### src/rtl/priv_chk_pkg.sv
package priv_chk_pkg;

  typedef enum logic [2:0] {
    OP_WFI    = 3'd0,
    OP_SFENCE = 3'd1,
    OP_HFV    = 3'd2,
    OP_HFG    = 3'd3,
    OP_HLD    = 3'd4,
    OP_HST    = 3'd5,
    OP_HLX    = 3'd6,
    OP_RSV    = 3'd7
  } op_e;

  typedef enum logic [1:0] {
    VD_ALLOW = 2'b00,
    VD_ILL   = 2'b01,
    VD_VIRT  = 2'b10
  } verdict_e;

  localparam logic [1:0] MODE_U = 2'd0;
  localparam logic [1:0] MODE_S = 2'd1;
  localparam logic [1:0] MODE_M = 2'd3;

  localparam logic [1:0] SZ_B = 2'd0;
  localparam logic [1:0] SZ_H = 2'd1;
  localparam logic [1:0] SZ_W = 2'd2;
  localparam logic [1:0] SZ_D = 2'd3;

  typedef struct packed {
    logic is_m;
    logic is_s;
    logic is_u;
    logic virt;
  } ctx_t;

endpackage

### src/rtl/priv_chk_hmem.sv
module priv_chk_hmem
  import priv_chk_pkg::*;
#(
  parameter bit STRICT_XSIZE = 1'b1
) (
  input  op_e        op_i,
  input  ctx_t       ctx_i,
  input  logic       hu_i,
  input  logic [1:0] size_i,
  input  logic       sgn_i,
  output verdict_e   vd_o,
  output logic       hacc_o
);

  logic priv_ok;
  logic xsize_ok;
  logic is_mem;

  assign is_mem  = (op_i == OP_HLD) || (op_i == OP_HST) || (op_i == OP_HLX);
  assign priv_ok = ctx_i.is_m
                || (ctx_i.is_s && !ctx_i.virt)
                || (ctx_i.is_u && !ctx_i.virt && hu_i);

  generate
    if (STRICT_XSIZE) begin : g_xsize_strict
      assign xsize_ok = !sgn_i && ((size_i == SZ_H) || (size_i == SZ_W));
    end else begin : g_xsize_any
      assign xsize_ok = 1'b1;
    end
  endgenerate

  always_comb begin
    vd_o   = VD_ALLOW;
    hacc_o = 1'b0;
    if (!is_mem) begin
      vd_o = VD_ILL;
    end else if (!priv_ok) begin
      vd_o = ctx_i.virt ? VD_VIRT : VD_ILL;
    end else if (op_i == OP_HLX && !xsize_ok) begin
      vd_o = VD_ILL;
    end else begin
      hacc_o = 1'b1;
    end
  end

endmodule

### config.mk
export PLATFORM = sky130hd
export DESIGN_NAME = priv_chk_hmem
export DESIGN_NICKNAME = d
export VERILOG_FILES = /design/src/rtl/priv_chk_pkg.sv /design/src/rtl/priv_chk_hmem.sv
export SDC_FILE = /design/constraint.sdc
export NUM_CORES = 1
export LEC_CHECK = 0
export ABC_AREA = 1
export BUFFER_PORTS_ARGS = -buffer_cell sky130_fd_sc_hd__clkbuf_2
export CAP_MARGIN = 30
export CORE_AREA = 2 2 39 41
export DETAILED_ROUTE_END_ITERATION = 10
export DIE_AREA = 0 0 41 43
export PLACE_DENSITY_LB_ADDON = 0.2
export SLEW_MARGIN = 20
export SYNTH_ARGS = -nofsm -noshare
export SYNTH_HDL_FRONTEND = slang
export SYNTH_SLANG_ARGS = --single-unit
### constraint.sdc
create_clock -name vclk -period 0.8
set_clock_uncertainty 0.1 [all_clocks]
set_input_delay 0.12 -clock vclk [all_inputs]
set_output_delay 0.12 -clock vclk [all_outputs]
set_load 0.05 [all_outputs]
==> impl_metrics.yaml <==
routing:
  wl_met2_um: 139
  drt_wl_total_um: 318
  wl_per_cell_um: 5.889
  wl_met1_um: 139
  routed.top_layer: "met3"
  drtPass1Iterations: 2
  met3_wirelength_um: 39
  ant_nets: 0
  vias_per_cell: 3.130
  drt_iter0_drc: 1
  drc_errors: 0
  vias: 169
setup_path:
  worstPathArrival_ns: 0.82
  crit_slowest_cell: "clkbuf_16"
  crit_family: "buffers and inverters"
  crit_path_start_kind: "input port"
  end_kind: "primary output"
  crit_path_max_fanout: 2
  cpMostUsedCell: "clkbuf_16"
  path_cells: "clkbuf_16 > nand2_8 > nand3_4 > nor2_4 > nand2_2 > clkinvlp_4 > clkbuf_16"
  path_buf_inv: 3
  max_stage_delay_ns: 0.15
  path_class: "input port to primary output"
  worst_ep_required_time_ns: 0.58
min_path:
  min_path_type: "input port to primary output"
global_routing:
  grt_max_degree: 3
  grt_pass1_vias: 129
  grtUsageTotal_pct: 3.397
  grt_pass1_wl_um: 455
  grt_overflow: 0
  antenna_found_initial: 0
floorplan:
  coreArea_mm2: 0.001384
  fp-row-count: 14
  fp.dieW_um: 41
  fp.dieH_um: 43
  io_pins: 14
  die-area_mm2: 0.001763
  start_util_pct: 7.233
yosys:
  syn_inst: 23
  synth_area_leader_cell: "nand2_1"
  yosysSeqAreaShare_pct: 0
  synth.cells.most_frequent: "nand2_1 (8), inv_1 (6), nor2_1 (3)"
  yosysMostFrequentCell: "nand2_1"
  synth_fp_nets: 34
  netlist_top_cells_area: "nand2_1 (30%), inv_1 (22%), nor2_1 (11%)"
  ys_warn_count: 0
  synth_area_um2: 100.1
  yosysTopAreaCellShare_pct: 30.00
  synth_cell_types: 9
  syn_avg_cell_area_um2: 4.352
power:
  irDropWorstVdd_mv: 0.1452
  p_per_area_mw_per_mm2: 597.8
  leakage_nw: 0.1762
layout:
  diodes: 0
  nets: 51
  fin_cells: 54
  areaGrowthSynthToFinish_pct: 270.0
  drive_gt1_share_pct: 84.21
  fillers: 156
  clkbuf_count: 0
  design.seq.count: 0
  seqCellArea_um2: 0
placement:
  dp_cells: 54
  dp_hpwl_um: 268.4
  routabilityCongestion: 0.6231
  pre_cts_slack_ns: -0.3940
  port_buffers: 14
sta:
  period_minus_slack_ns: 1.037
  maxSlewViolCount: 0
  slew_headroom_pct: 91.19
  finalCritPeriodShare_pct: 129.6
  fmax_mhz: 964.5
  setup_viol: 3
  worst_pin_slew_ns: 0.1318
  setup_ws_ns: -0.2368
  hold_viol_final: 0
  rsz0062_at_grt: "yes"
cts:
  post_cts_buffers: 0
  cts.hold.buffers_added: 0
run_status:
  status: "complete, but fails checks"
  violations: "setup timing"
flow_run:
  max_cap_violations: 0
[final cells by class]
cell class	count	area [µm²]	share of cell area, %
Inverter	7	35.03	9.459
Multi-Input combinational cell	16	148.9	40.20
Tap cell	16	20.02	5.405
Timing Repair Buffer	15	166.4	44.93
[per-stage QoR]
| stage | hold WS [ns] | cell area, µm² | total power, mW | utilization (%) | setup TNS (ns) |
|---|---|---|---|---|---|
| 2_1_floorplan | 0.2777 | 168.9 | 0.1037 | - | -0.1862 |
| 3_3_place_gp | 0.5895 | 266.5 | 0.1616 | 19.26 | -1.044 |
| 3_5_place_dp | 0.5886 | 266.5 | 0.1614 | 19.26 | -1.031 |
| 4_1_cts | 0.5496 | 367.9 | 0.2190 | 26.58 | -0.6861 |
| 5_1_grt | 0.5337 | 370.4 | 0.2345 | 26.76 | -0.7464 |
| 6_report | 0.5201 | 370.4 | 0.2214 | 26.76 | -0.6145 |
[routing by layer]
layer / vias to the layer above / GRT usage (%)
met1: 63 / 5.380
met4: 0 / 0
met2: 10 / 5.313
met3: 0 / 0
li1: 96 / -
met5: - / 0
[cell families (layout without fill, tap and decap cells)]
kind of cell,after synthesis,count (layout),synth area share (%)
simple gates,15,15,68.75
buf+inv,7,22,26.24
compound gates,1,1,4.995
[cell usage in the layout, fill, tap and decap left out, drive strengths merged]
cell / instances
buf: 3
inv: 6
clkinvlp: 1
nand3: 2
nand2: 9
clkbuf: 12
nor2: 4
a21oi: 1
[what timing repair did]
action / CTS / global route
hold endpoints to repair: 0 / 0
resized for setup: 18 / 3
pin swaps: 8 / 4
setup endpoints to repair: 3 / 3
[power by group]
part | total (mW) | internal, mW | leakage (nW) | switching, mW
Clock | 0 | 0 | 0 | 0
Sequential | 0 | 0 | 0 | 0
Combinational | 0.221 | 0.111 | 0.176 | 0.110
Total | 0.221 | 0.111 | 0.176 | 0.110
[final timing paths]
kind / start / end / slack [ns] / cells past startpoint
worst max-delay path: op_i[1] / hacc_o / -0.24 / 7
worst min-delay path: op_i[2] / vd_o[1] / 0.52 / 4
Power figures use the tool's default switching activity.
